==> config.mk <==
export PLATFORM = sky130hd
export DESIGN_NAME = mcu_bus_port
export DESIGN_NICKNAME = d
export VERILOG_FILES = /design/src/rtl/mbp_pkg.sv /design/src/rtl/mbp_sync.sv /design/src/rtl/mbp_mcu_rx.sv /design/src/rtl/mbp_host_if.sv /design/src/rtl/mbp_ready_gate.sv /design/src/rtl/mcu_bus_port.sv
export SDC_FILE = /design/constraint.sdc
export NUM_CORES = 1
export LEC_CHECK = 0
export ABC_AREA = 1
export ABC_CLOCK_PERIOD_IN_PS = 2200
export BUFFER_PORTS_ARGS = -buffer_cell sky130_fd_sc_hd__clkbuf_2
export CAP_MARGIN = 20
export CORE_MARGIN = 2
export CORE_UTILIZATION = 53
export CTS_CLUSTER_DIAMETER = 50
export DETAILED_ROUTE_END_ITERATION = 10
export PLACE_DENSITY = 0.82
export SLEW_MARGIN = 20
export SYNTH_ARGS = -nofsm -noshare
export SYNTH_HDL_FRONTEND = slang
export SYNTH_SLANG_ARGS = --single-unit
==> constraint.sdc <==
create_clock -name clk -period 2.2 [get_ports clk]
set_input_delay 0.44 -clock clk [delete_from_list [all_inputs] [get_ports clk]]
set_output_delay 0.44 -clock clk [all_outputs]
set_load 0.02 [all_outputs]
==> src/rtl/mbp_pkg.sv <==
package mbp_pkg;
  localparam int unsigned DATA_W   = 8;
  localparam logic        OFF_DATA = 1'b0;
  localparam logic        OFF_STAT = 1'b1;
  localparam int unsigned ACK_BIT  = 7;
  localparam int unsigned ATTN_BIT = 6;
endpackage

==> src/rtl/mbp_sync.sv <==
module mbp_sync #(
  parameter int unsigned W      = 1,
  parameter int unsigned STAGES = 2
) (
  input  logic         clk,
  input  logic         rst_n,
  input  logic [W-1:0] d,
  output logic [W-1:0] q
);
  logic [W-1:0] chain [STAGES];

  genvar gi;
  generate
    for (gi = 0; gi < STAGES; gi++) begin : g_stage
      if (gi == 0) begin : g_first
        always_ff @(posedge clk or negedge rst_n) begin
          if (!rst_n) chain[gi] <= '0;
          else        chain[gi] <= d;
        end
      end else begin : g_next
        always_ff @(posedge clk or negedge rst_n) begin
          if (!rst_n) chain[gi] <= '0;
          else        chain[gi] <= chain[gi-1];
        end
      end
    end
  endgenerate

  assign q = chain[STAGES-1];
endmodule

==> src/rtl/mbp_mcu_rx.sv <==
module mbp_mcu_rx
  import mbp_pkg::*;
#(
  parameter int unsigned SYNC_STAGES = 2
) (
  input  logic              clk,
  input  logic              rst_n,
  input  logic [DATA_W-1:0] mcu_rd_data,
  input  logic              mcu_rd_stb,
  input  logic              mcu_ack,
  input  logic              mcu_attn,
  input  logic              mcu_req_clr,
  input  logic              mcu_wait,
  output logic [DATA_W-1:0] rx_data,
  output logic              ack_s,
  output logic              attn_s,
  output logic              wait_s,
  output logic              clr_edge
);
  localparam int unsigned CTRL_W = 5;

  logic [DATA_W-1:0] data_s;
  logic [CTRL_W-1:0] ctrl_s;
  logic              stb_s, clr_s;
  logic              stb_prev_q, clr_prev_q;
  logic              stb_edge;
  logic [DATA_W-1:0] rx_q, rx_d;

  mbp_sync #(.W(DATA_W), .STAGES(SYNC_STAGES)) u_data_sync (
    .clk(clk), .rst_n(rst_n), .d(mcu_rd_data), .q(data_s)
  );

  mbp_sync #(.W(CTRL_W), .STAGES(SYNC_STAGES)) u_ctrl_sync (
    .clk(clk), .rst_n(rst_n),
    .d({mcu_wait, mcu_req_clr, mcu_rd_stb, mcu_attn, mcu_ack}),
    .q(ctrl_s)
  );

  assign ack_s  = ctrl_s[0];
  assign attn_s = ctrl_s[1];
  assign stb_s  = ctrl_s[2];
  assign clr_s  = ctrl_s[3];
  assign wait_s = ctrl_s[4];

  assign stb_edge = stb_s & ~stb_prev_q;
  assign clr_edge = clr_s & ~clr_prev_q;

  always_comb begin
    rx_d = rx_q;
    if (stb_edge) rx_d = data_s;
  end

  always_ff @(posedge clk or negedge rst_n) begin
    if (!rst_n) begin
      stb_prev_q <= 1'b0;
      clr_prev_q <= 1'b0;
      rx_q       <= '0;
    end else begin
      stb_prev_q <= stb_s;
      clr_prev_q <= clr_s;
      rx_q       <= rx_d;
    end
  end

  assign rx_data = rx_q;

  AST_RX_HOLD: assert property (@(posedge clk) disable iff (!rst_n)
    !stb_edge |=> $stable(rx_q));
endmodule

==> src/rtl/mbp_host_if.sv <==
module mbp_host_if
  import mbp_pkg::*;
(
  input  logic              clk,
  input  logic              rst_n,
  input  logic              phi2,
  input  logic              cs_n,
  input  logic              rw,
  input  logic              addr,
  input  logic [DATA_W-1:0] wdata,
  input  logic [DATA_W-1:0] rx_data,
  input  logic              ack_s,
  input  logic              attn_s,
  input  logic              clr_edge,
  output logic              sel,
  output logic [DATA_W-1:0] data_out,
  output logic              data_oe,
  output logic [DATA_W-1:0] tx_data,
  output logic              req
);
  logic              wr_data;
  logic [DATA_W-1:0] tx_q, tx_d;
  logic              req_q, req_d;
  logic [DATA_W-1:0] status;

  assign sel     = ~cs_n & phi2;
  assign wr_data = sel & ~rw & (addr == OFF_DATA);

  always_comb begin
    tx_d  = tx_q;
    req_d = req_q;
    if (clr_edge) req_d = 1'b0;
    if (wr_data) begin
      tx_d  = wdata;
      req_d = 1'b1;
    end
  end

  always_ff @(posedge clk or negedge rst_n) begin
    if (!rst_n) begin
      tx_q  <= '0;
      req_q <= 1'b0;
    end else begin
      tx_q  <= tx_d;
      req_q <= req_d;
    end
  end

  always_comb begin
    status           = '0;
    status[ACK_BIT]  = ack_s;
    status[ATTN_BIT] = attn_s;
  end

  assign data_oe  = sel & rw;
  assign data_out = (addr == OFF_STAT) ? status : rx_data;
  assign tx_data  = tx_q;
  assign req      = req_q;

  AST_REQ_SET: assert property (@(posedge clk) disable iff (!rst_n)
    (!cs_n && phi2 && !rw && addr == OFF_DATA) |=> req);
  AST_REQ_HOLD: assert property (@(posedge clk) disable iff (!rst_n)
    (req && !clr_edge) |=> req);
  AST_STAT_WR_IGNORED: assert property (@(posedge clk) disable iff (!rst_n)
    (!cs_n && !rw && addr == OFF_STAT) |=> $stable(tx_q));
  AST_NO_WR_PHI2_LOW: assert property (@(posedge clk) disable iff (!rst_n)
    (!phi2 && !clr_edge) |=> ($stable(tx_q) && $stable(req_q)));
endmodule

==> src/rtl/mbp_ready_gate.sv <==
module mbp_ready_gate #(
  parameter bit WAIT_EN = 1'b1
) (
  input  logic sel,
  input  logic wait_s,
  output logic cpu_rdy
);
  generate
    if (WAIT_EN) begin : g_gate
      assign cpu_rdy = ~(sel & wait_s);
    end else begin : g_none
      logic unused_in;
      assign unused_in = sel ^ wait_s;
      assign cpu_rdy   = 1'b1;
    end
  endgenerate
endmodule

==> src/rtl/mcu_bus_port.sv <==
module mcu_bus_port
  import mbp_pkg::*;
#(
  parameter bit          WAIT_EN     = 1'b1,
  parameter int unsigned SYNC_STAGES = 2
) (
  input  logic              clk,
  input  logic              rst_n,
  input  logic              phi2,
  input  logic              cs_n,
  input  logic              rw,
  input  logic              addr,
  input  logic [DATA_W-1:0] wdata,
  output logic [DATA_W-1:0] data_out,
  output logic              data_oe,
  output logic              cpu_rdy,
  output logic [DATA_W-1:0] mcu_tx_data,
  output logic              mcu_req,
  input  logic              mcu_req_clr,
  input  logic [DATA_W-1:0] mcu_rd_data,
  input  logic              mcu_rd_stb,
  input  logic              mcu_ack,
  input  logic              mcu_attn,
  input  logic              mcu_wait
);
  logic              rst_sync_n;
  logic [DATA_W-1:0] rx_data;
  logic              ack_s, attn_s, wait_s, clr_edge, sel;

  mbp_sync #(.W(1), .STAGES(2)) u_rst_sync (
    .clk(clk), .rst_n(rst_n), .d(1'b1), .q(rst_sync_n)
  );

  mbp_mcu_rx #(.SYNC_STAGES(SYNC_STAGES)) u_rx (
    .clk(clk), .rst_n(rst_sync_n),
    .mcu_rd_data(mcu_rd_data), .mcu_rd_stb(mcu_rd_stb),
    .mcu_ack(mcu_ack), .mcu_attn(mcu_attn),
    .mcu_req_clr(mcu_req_clr), .mcu_wait(mcu_wait),
    .rx_data(rx_data), .ack_s(ack_s), .attn_s(attn_s),
    .wait_s(wait_s), .clr_edge(clr_edge)
  );

  mbp_host_if u_host (
    .clk(clk), .rst_n(rst_sync_n), .phi2(phi2), .cs_n(cs_n), .rw(rw),
    .addr(addr), .wdata(wdata), .rx_data(rx_data), .ack_s(ack_s),
    .attn_s(attn_s), .clr_edge(clr_edge), .sel(sel),
    .data_out(data_out), .data_oe(data_oe),
    .tx_data(mcu_tx_data), .req(mcu_req)
  );

  mbp_ready_gate #(.WAIT_EN(WAIT_EN)) u_rdy (
    .sel(sel), .wait_s(wait_s), .cpu_rdy(cpu_rdy)
  );

  AST_RDY_RELEASED: assert property (@(posedge clk) disable iff (!rst_sync_n)
    (cs_n || !phi2) |-> cpu_rdy);
  AST_OE_PHASE: assert property (@(posedge clk) disable iff (!rst_sync_n)
    (!phi2 || cs_n || !rw) |-> !data_oe);
endmodule

==> results of run 1 <==
power groups by stage:
stage / Clock [mW] / Sequential [mW] / Combinational, mW
4_1_cts: 0.366 / 0.989 / 0.207
5_1_grt: 0.406 / 1.00 / 0.229
3_5_place_dp: 0 / 1.01 / 0.205
2_1_floorplan: 0 / 1.03 / 0.0885
6_report: 0.350 / 0.987 / 0.204
3_3_place_gp: 0 / 1.00 / 0.199
final cells by class:
| type | count | area (µm²) |
|---|---|---|
| clock buffer | 7 | 45.0 |
| clock inverter | 1 | 5.00 |
| fill | 205 | 902 |
| inverter | 11 | 41.3 |
| multi-input combinational | 67 | 313 |
| sequential | 47 | 1180 |
| tap | 31 | 38.8 |
| timing repair buffer | 46 | 235 |
logic make-up after synthesis:
family                 after synthesis  share of synthesized area, %
AOI/OAI and AO/OA                    3                         0.975
DFF                                 47                          76.4
and+or+nand+nor                     63                          19.1
other                                1                         0.243
buffers and inverters               13                          3.33
layout by cell type (no fill, tap or decap):
| master | Yosys | routed |
|---|---|---|
| nand2_4 | 1 | 1 |
| o21ai_1 | 2 | 2 |
| o21ai_0 | 1 | 1 |
| inv_1 | 9 | 9 |
| clkbuf_2 | 0 | 45 |
| nor3b_1 | 1 | 1 |
| dfrtp_2 | 0 | 1 |
| nor2_1 | 6 | 6 |
| nand3_1 | 16 | 16 |
| dlygate4sd3_1 | 0 | 1 |
| clkbuf_1 | 0 | 2 |
| clkbuf_4 | 0 | 5 |
| conb_1 | 1 | 1 |
| dfrtp_1 | 47 | 46 |
| inv_2 | 2 | 2 |
| nand2_2 | 1 | 1 |
| clkinv_2 | 0 | 1 |
| nor2_8 | 1 | 1 |
| nand2_1 | 36 | 36 |
| nor2_4 | 1 | 1 |
per-layer routing:
metal | share of wire [%] | wire length, µm | up-vias
met5 | 0 | 0 | -
met4 | 1.6 | 36 | 0
met3 | 5.5 | 124 | 5
met2 | 53 | 1190 | 21
met1 | 40 | 896 | 454
li1 | - | - | 494
state kept, by name (all words and copies together), names as in the netlist:
signal                  flops
u_host.req                  1
u_host.tx_data              8
u_rst_sync.chain            1
u_rst_sync.q                1
u_rx.clr_prev_q             1
u_rx.rx_data                8
u_rx.stb_prev_q             1
u_rx.u_ctrl_sync.chain      5
u_rx.u_ctrl_sync.q          5
u_rx.u_data_sync.chain      8
u_rx.u_data_sync.q          8
metrics by stage:
stage,utilization (%),hold slack [ns]
after floorplan,-,0.144
after global placement,65.1,0.226
after detailed placement,65.1,0.231
after CTS,67.3,0.184
after global routing,67.3,0.171
final,67.3,0.201
final timing paths:
path,from,end
setup / recovery,u_rx.rx_data[7]$_DFFE_PN0P_,data_out[7]
hold / removal,mcu_req_clr,u_rx.u_ctrl_sync.chain[8]$_DFF_PN0_
setup reg to reg,u_rst_sync.q$_DFF_PN0_,u_rx.u_data_sync.chain[9]$_DFF_PN0_
hold reg to reg,u_rx.u_data_sync.chain[10]$_DFF_PN0_,u_rx.u_data_sync.q[2]$_DFF_PN0_
max in group asynchronous,u_rst_sync.q$_DFF_PN0_,u_rx.u_data_sync.chain[9]$_DFF_PN0_
min in group asynchronous,u_rst_sync.q$_DFF_PN0_,u_rx.u_ctrl_sync.chain[9]$_DFF_PN0_
repair_timing:
item                      in CTS  in global routing
gates resized for setup        0                  0
hold buffers                   1                  0
hold endpoints to repair       2                  0
==> results.md, run 1 <==
* Status: finished, final reports clean
* RSZ-0062 raised after global routing: no
* Clock sink total at 47
* Clock Power Share at 22.7%
* Core footprint at 0.00276 mm²
* Drt drc at 0
* Post-CTS setup buffer count at 0
* CP top delay family: flip-flops
* Sequential share of the synthesized area at 76.4%
* CP Launch Type: flop
* Die Area at 0.00335 mm²
* Total power draw at 1.54 mW
* Clock skew at 0.00721 ns
* CTS Buf Count at 5
* Place WS at 0.769 ns
* CP endpoint kind: output pin
* Dominant synthesized flop cell: dfrtp_1
* First DRT Iteration DRCs at 27
* Routed Antenna Nets at 0
* Bufs and invs on worst path at 2
* Critical path data arrival time at 1.02 ns
* Top cells by area, synth: dfrtp_1 76%, nand2_1 8.8%, nand3_1 5.2%
* Critical Path RT at 1.76 ns
* Tmin final at 1.46 ns
* # Max-Cap Violations at 0
* Dpl cells at 201
* GR Layer Usage met2 at 25.2%
* Netlist Area Pre-Place at 0.00154 mm²
* GR Layer Usage met1 at 20.6%
* GRT overflow at 0
* Sequential group share of total power at 64.0%
* Die X at 57.9 µm
* Hold path depth at 1
* Detailed-route via count at 974
* Row count at 19
* Peak VDD IR at 0.774 mV
* DP HPWL at 1740 µm
* Buffers on Ports at 45
* Area after DPL at 0.00180 mm²
* FF-to-FF setup slack at 1.25 ns
* Largest buffer count on any clock path at 2
* Number of synthesized flops with an enable pin at 0
* P&R area growth vs syn at 20.5%
* Yosys cell types at 15
* Via count of the first global-routing pass at 933
* Yosys top cell by area: dfrtp_1
* Worst min path class: input pin to flop
* Tcrit/Tclk final at 66.3%
* Synth Instances at 127
* Setup_tns at 0 ns
* WP depth at 3
* DR vias/cell at 4.64
* YS warnings at 0
* Reg clk slew, reported paths at 0.11 ns
* Crit path largest cell delay at 0.36 ns
* Share of layout cells above drive strength 1 at 32.4%
* Pwr dens at 831 mW/mm²
* IO Count at 46
* First-pass GRT wire length at 3950 µm
* Final setup viols at 0
* # nets final at 205
* CP max stage cell: dfrtp_1
* Fin. max-slew vios at 0
* Worst Max-Slew Pin Slew at 0.877 ns
* Switching share of power at 26.1%
* Final WS setup at 0.741 ns
* TritonRoute pass-1 iters at 4
* Worst-case reg-to-reg path depth at 0
* Gr usage total at 16.3%
* Upper clock frequency limit at 686 MHz
* Net count after synthesis at 154
* Top-count cell post-synth: dfrtp_1
* Yosys reg bits at 47
* DR WL/cell at 10.7 µm
* WL final at 2250 µm
* Non-filler instance count after layout at 210
* Ys async rst share at 100%
* GR peak layer: met2
* Critical Path, Cell by Cell: inv_1, o21ai_1, clkbuf_2
* H-Tree Depth at 2
* Initial antenna violation count at 0
* Initial core utilization at 55.9%
* Met3 global-route usage at 6.92%
* Synth Area per Inst at 12.1 µm²
* Pin count of the biggest net entering global routing at 46
* Crit Path Category: flop to output pin
* Placer congestion estimate at 0.744
* Combinational share of power at 13.2%
* CTS root buf: clkbuf_4
* Max_slew headroom at 41.5%
* Internal at 1.14 mW
* Net Switching at 403 µW
* Leak at 1.02 nW
* Worst-skew pair later-pin latency at 0.33 ns
* Die Span Y at 57.9 µm
* CP max FO at 2
* CTS tree: yes
* N_diodes at 0
* Synth top area share at 76.4%
* Commonest cells in the synthesized netlist: 47 x dfrtp_1, 36 x nand2_1, 16 x nand3_1
* Final-report hold violation count at 0
* Design area at 0.00186 mm²
Note: power is estimated with default switching activity, not from simulation.
==> inputs of run 2 (changes only) <==
--- a/config.mk
+++ b/config.mk
@@ -6,14 +6,14 @@
 export NUM_CORES = 1
 export LEC_CHECK = 0
 export ABC_AREA = 1
-export ABC_CLOCK_PERIOD_IN_PS = 2200
+export ABC_CLOCK_PERIOD_IN_PS = 1350
 export BUFFER_PORTS_ARGS = -buffer_cell sky130_fd_sc_hd__clkbuf_2
 export CAP_MARGIN = 20
 export CORE_MARGIN = 2
-export CORE_UTILIZATION = 53
+export CORE_UTILIZATION = 49
 export CTS_CLUSTER_DIAMETER = 50
 export DETAILED_ROUTE_END_ITERATION = 10
-export PLACE_DENSITY = 0.82
+export PLACE_DENSITY = 0.76
 export SLEW_MARGIN = 20
 export SYNTH_ARGS = -nofsm -noshare
 export SYNTH_HDL_FRONTEND = slang
==> constraint.sdc (replaced) <==
create_clock -name clk -period 1.35 [get_ports clk]
set_input_delay 0.27 -clock clk [delete_from_list [all_inputs] [get_ports clk]]
set_output_delay 0.27 -clock clk [all_outputs]
set_load 0.02 [all_outputs]
==> results.md, run 2 (same netlist as run 1, synthesis figures left out) <==
* H-Tree Depth at 2 (unchanged)
* Reg clk slew, reported paths at 0.12 ns (about the same)
* Sequential group share of total power at 62.2% (-1.8 points)
* First DRT Iteration DRCs at 59 (+120%)
* CP max FO at 2 (unchanged)
* # Max-Cap Violations at 0 (unchanged)
* Clock Power Share at 23.2% (+0.5 points)
* Upper clock frequency limit at 776 MHz
* Crit Path Category: flop to output pin
* Critical Path, Cell by Cell: inv_1, o21ai_1, buf_2
* Detailed-route via count at 1016 (+4.3%)
* Core footprint at 0.00303 mm² (+9.8%)
* Routed Antenna Nets at 0 (unchanged)
* Share of layout cells above drive strength 1 at 33.2% (+0.75 points)
* Clock sink total at 47 (unchanged)
* Placer congestion estimate at 0.676 (-9.1%)
* Clock skew at 0.00423 ns (-0.00298 ns)
* Top sig layer: met4
* Most frequent cells in the layout: 46 x dfrtp_1, 42 x clkbuf_2, 36 x nand2_1
* Crit path largest cell delay at 0.37 ns (about the same)
* Final-report hold violation count at 0 (unchanged)
* First-pass GRT wire length at 3810 µm (-3.7%)
* Pwr dens at 1320 mW/mm² (+59%)
* Final setup viols at 0 (unchanged)
* P&R area growth vs syn at 25.8%
* Initial antenna violation count at 0 (unchanged)
* Total power draw at 2.55 mW (+66%)
* DR WL/cell at 10.7 µm (-0.24%)
* Commonest non-fill, non-tap cell in the layout: dfrtp_1
* Switching share of power at 27.1% (+0.97 points)
* CTS root buf: clkbuf_4
* Final Util at 64.0% (-3.3 points)
* Met2 wire len at 1320 µm (+11%)
* CP max stage cell: dfrtp_1
* Initial core utilization at 50.9% (-5.0 points)
* Drt drc at 0 (unchanged)
* Leak at 1.06 nW (+3.2%)
* DR vias/cell at 4.46 (-3.9%)
* Combinational share of power at 14.5% (+1.3 points)
* Net Switching at 693 µW (+72%)
* FF-to-FF setup slack at 0.43 ns (-0.82 ns)
* WL final at 2440 µm (+8.3%)
* Die Area at 0.00361 mm² (+7.6%)
* CP endpoint kind: output pin
* DP HPWL at 1780 µm (+2.2%)
* CP Launch Type: flop
* Die X at 60.1 µm (+3.7%)
* Worst-skew pair later-pin latency at 0.34 ns (about the same)
* Pin count of the biggest net entering global routing at 46 (unchanged)
* Tcrit/Tclk final at 95.5%
* Internal at 1.86 mW (+64%)
* Largest buffer count on any clock path at 2 (unchanged)
* Gr usage total at 14.9% (-1.4 points)
* Setup_tns at 0 ns (unchanged)
* Via count of the first global-routing pass at 906 (-2.9%)
* Row count at 20 (+1)
* Met3 wire len at 88 µm (-29%)
* CTS tree: yes
* Status: finished, final reports clean
* # nets final at 210 (+2.4%)
* IO Count at 46 (unchanged)
* CTS Buf Count at 5 (unchanged)
* Post-Route M1 WL at 991 µm (+11%)
* Fin. max-slew vios at 0 (unchanged)
* GRT overflow at 0 (unchanged)
* Critical Path RT at 1.08 ns (-0.68 ns)
* Die Span Y at 60.1 µm (+3.7%)
* Worst min path class: input pin to flop
* Buffers on Ports at 45 (unchanged)
* Critical path data arrival time at 1.02 ns (about the same)
* N_diodes at 0 (unchanged)
* Tmin final at 1.29 ns
* TritonRoute pass-1 iters at 4 (unchanged)
* Peak VDD IR at 0.842 mV (+8.8%)
* RSZ-0062 raised after global routing: no
[run 2: cell count changes in the layout (fill, tap and decap cells not counted), sizes merged]
cell / delta
dlygate4sd3: +4
buf: +4
clkbuf: -5
clkinv: +2
[run 2: path summary, 6_finish.rpt]
path | from | end | depth (start not counted)
worst max-delay path | u_rx.rx_data[6]$_DFFE_PN0P_ | data_out[6] | 3
worst min-delay path | mcu_wait | u_rx.u_ctrl_sync.chain[9]$_DFF_PN0_ | 1
worst max register to register | u_rx.u_ctrl_sync.q[2]$_DFF_PN0_ | u_rx.rx_data[2]$_DFFE_PN0P_ | 3
worst min register to register | u_rst_sync.q$_DFF_PN0_ | u_rx.u_data_sync.chain[15]$_DFF_PN0_ | 1
max in group asynchronous | u_rst_sync.q$_DFF_PN0_ | u_rx.u_data_sync.chain[14]$_DFF_PN0_ | 1
min in group asynchronous | rst_n | u_rst_sync.chain[1]$_DFF_PN0_ | 2
[run 2: metal layers]
metal,GRT usage (%),up-vias
li1,-,502
met3,4.76,4
met2,23.8,18
met4,7.62,0
met5,0,-
met1,18.1,492
[run 2: repair_timing]
action	in CTS	in global routing
gates resized for setup	0	4
endpoints found under the setup margin	0	3
hold endpoints to repair	2	4
hold buffers	1	4
setup buffers	0	0
[run 2: area by class of cell]
| cell class | count | area [µm²] |
|---|---|---|
| timing repair buffer | 51 | 298 |
| inverter | 11 | 41.3 |
| sequential | 47 | 1180 |
| clock inverter | 3 | 15.0 |
| clock buffer | 5 | 37.5 |
| fill | 246 | 1090 |
| multi-input combinational | 67 | 313 |
| tap | 44 | 55.1 |
[run 2: metrics by stage]
stage          instances  cell area [µm²]  hold slack, ns  worst slack [ns]
2_1_floorplan        127             1540         -0.0256             0.240
3_3_place_gp         215             1830          0.0559             0.269
3_5_place_dp         215             1830          0.0597             0.217
4_1_cts              224             1890          0.0103            0.0133
5_1_grt              228             1940        0.000524           0.00469
6_report             228             1940          0.0265            0.0610
[run 2: power by group through the flow]
stage | logic, mW | clock network, mW | registers, mW
global placement | 0.355 | 0 | 1.61
finish | 0.371 | 0.594 | 1.59
global route | 0.415 | 0.670 | 1.60
detailed placement | 0.365 | 0 | 1.62
floorplan | 0.144 | 0 | 1.68
CTS | 0.368 | 0.619 | 1.59
[run 2: worst max-delay path: cells and delay by family (launching register included)]
| kind | cells | cell delay (ns) |
|---|---|---|
| DFF | 1 | 0.37 |
| AOI/OAI and AO/OA | 1 | 0.10 |
| buffers and inverters | 2 | 0.21 |
==> inputs of run 3 (changes only) <==
--- a/config.mk
+++ b/config.mk
@@ -11,9 +11,10 @@
 export CAP_MARGIN = 20
 export CORE_MARGIN = 2
 export CORE_UTILIZATION = 49
+export CTS_BUF_LIST = sky130_fd_sc_hd__clkbuf_16
 export CTS_CLUSTER_DIAMETER = 50
 export DETAILED_ROUTE_END_ITERATION = 10
-export PLACE_DENSITY = 0.76
+export PLACE_DENSITY = 0.83
 export SLEW_MARGIN = 20
 export SYNTH_ARGS = -nofsm -noshare
 export SYNTH_HDL_FRONTEND = slang
==> results.md, run 3 (same netlist as run 1, synthesis figures left out) <==
* Internal at 2.52 mW (+35%)
* CP max FO at 2 (unchanged)
* Final Util at 66.2% (+2.3 points)
* DP HPWL at 1840 µm (+3.1%)
* FILL cells at 226 (-8.1%)
* First DRT Iteration DRCs at 38 (-36%)
* Drt drc at 0 (unchanged)
* Gr usage total at 17.0% (+2.1 points)
* Design area at 0.00201 mm² (+3.6%)
* Critical path data arrival time at 0.96 ns (-0.06 ns)
* Worst-skew pair later-pin latency at 0.28 ns (-0.06 ns)
* # Max-Cap Violations at 0 (unchanged)
* Count of hold-fix buffers inserted at cts at 1 (unchanged)
* Area after DPL at 0.00183 mm² (unchanged)
* Net Switching at 756 µW (+9.1%)
* Die X at 60.1 µm (unchanged)
* Setup_tns at 0 ns (unchanged)
* GRT overflow at 0 (unchanged)
* Placer congestion estimate at 0.711 (+5.2%)
* CTS tree: yes
* P&R area growth vs syn at 30.2%
* Switching share of power at 23.1% (-4.1 points)
* Buffers on Ports at 45 (unchanged)
* RSZ-0062 raised after global routing: no
* Die Span Y at 60.1 µm (unchanged)
* Most frequent cells in the layout: 46 x dfrtp_1, 45 x clkbuf_2, 36 x nand2_1
* Share of layout cells above drive strength 1 at 33.3% (+0.18 points)
* CTS root buf: clkbuf_16
* Final-report hold violation count at 0 (unchanged)
* Detailed-route via count at 994 (-2.2%)
* Largest buffer count on any clock path at 2 (unchanged)
* Pwr dens at 1630 mW/mm² (+24%)
* N_diodes at 0 (unchanged)
* Status: finished, final reports clean
* Combinational share of power at 10.8% (-3.7 points)
* WHS at 0.0879 ns (+0.0614 ns)
* Post-CTS setup buffer count at 0 (unchanged)
* # nets final at 206 (-1.9%)
* First-pass GRT wire length at 4180 µm (+9.8%)
* Tcrit/Tclk final at 91.4% (-4.1 points)
* Pin count of the biggest net entering global routing at 28 (-39%)
* Die Area at 0.00361 mm² (unchanged)
* Row count at 20 (unchanged)
* Via count of the first global-routing pass at 965 (+6.5%)
* WL final at 2470 µm (+1.4%)
* Fin. max-slew vios at 0 (unchanged)
* Core footprint at 0.00303 mm² (unchanged)
* CP endpoint kind: output pin
* Crit Path Category: flop to output pin
* Critical Path RT at 1.08 ns (about the same)
* Clock sink total at 47 (unchanged)
* H-Tree Depth at 2 (unchanged)
* Initial core utilization at 50.9% (unchanged)
* Clock Power Share at 40.3% (+17 points)
* Final setup viols at 0 (unchanged)
* TritonRoute pass-1 iters at 4 (unchanged)
* Routed Antenna Nets at 0 (unchanged)
* Initial antenna violation count at 0 (unchanged)
* Tmin final at 1.23 ns (-0.0547 ns)
* Clock skew at 0.00275 ns (-0.00148 ns)
* CTS Buf Count at 5 (unchanged)
* DR WL/cell at 11.0 µm (+3.2%)
* Post_cts resized at 0 (unchanged)
* Reg clk slew, reported paths at 0.06 ns (-0.06 ns)
* Commonest non-fill, non-tap cell in the layout: dfrtp_1
* Worst min path class: input pin to flop
* Sequential group share of total power at 48.9% (-13 points)
* CP Launch Type: flop
* Peak VDD IR at 1.15 mV (+37%)
* Leak at 1.09 nW (+2.7%)
* DR vias/cell at 4.44 (-0.42%)
* Upper clock frequency limit at 810 MHz (+4.4%)
* IO Count at 46 (unchanged)
-- run 3: cell types whose count changed in the layout (fill, tap and decap cells not counted), sizes merged --
cell / change
clkbuf: +3
buf: -3
bufinv: +1
clkinv: -1
dlygate4sd3: -4
-- run 3: final cells by class --
type / instances / area [µm²] / share of cell area (%)
clock inverter: 3 / 38.8 / 1.93
tap: 44 / 55.1 / 2.74
inverter: 11 / 41.3 / 2.06
multi-input combinational: 67 / 313 / 15.6
sequential: 47 / 1180 / 58.7
clock buffer: 5 / 125 / 6.24
timing repair buffer: 47 / 255 / 12.7
-- run 3: metal layers --
layer	GRT usage (%)	wire, µm
met5	0	0
met4	9.52	75
met3	7.79	147
met2	25.9	1270
met1	19.8	974
-- run 3: worst paths after layout --
| kind | slack (ns) | from | cells after the start | to |
|---|---|---|---|---|
| hold reg to reg | 0.20 | u_rst_sync.q$_DFF_PN0_ | 0 | u_rx.u_data_sync.chain[8]$_DFF_PN0_ |
| min in group asynchronous | 0.20 | u_rst_sync.q$_DFF_PN0_ | 0 | u_rx.u_data_sync.chain[8]$_DFF_PN0_ |
| setup reg to reg | 0.40 | u_rx.u_ctrl_sync.q[2]$_DFF_PN0_ | 3 | u_rx.rx_data[1]$_DFFE_PN0P_ |
| max in group asynchronous | 0.69 | u_rst_sync.q$_DFF_PN0_ | 1 | u_rx.rx_data[6]$_DFFE_PN0P_ |
| setup / recovery | 0.12 | u_rx.rx_data[7]$_DFFE_PN0P_ | 3 | data_out[7] |
| hold / removal | 0.09 | mcu_attn | 1 | u_rx.u_ctrl_sync.chain[6]$_DFF_PN0_ |
-- run 3: critical path: stages (launching register included) --
cell      delay, ns
dfrtp_1        0.35
inv_1          0.04
o21ai_1        0.11
clkbuf_2       0.18
-- run 3: stage by stage --
stage	worst slack, ns	total power, mW	std cells
after floorplan	0.240	1.83	127
after detailed placement	0.232	1.98	215
final	0.116	3.28	224
after global placement	0.272	1.96	215
after CTS	0.100	3.32	224
after global routing	0.0625	3.45	224
-- run 3: power groups by stage --
stage	combinational (mW)	sequential, mW	clock [mW]
2_1_floorplan	0.144	1.68	0
3_3_place_gp	0.344	1.62	0
3_5_place_dp	0.354	1.63	0
4_1_cts	0.360	1.60	1.36
5_1_grt	0.398	1.62	1.43
6_report	0.354	1.60	1.32
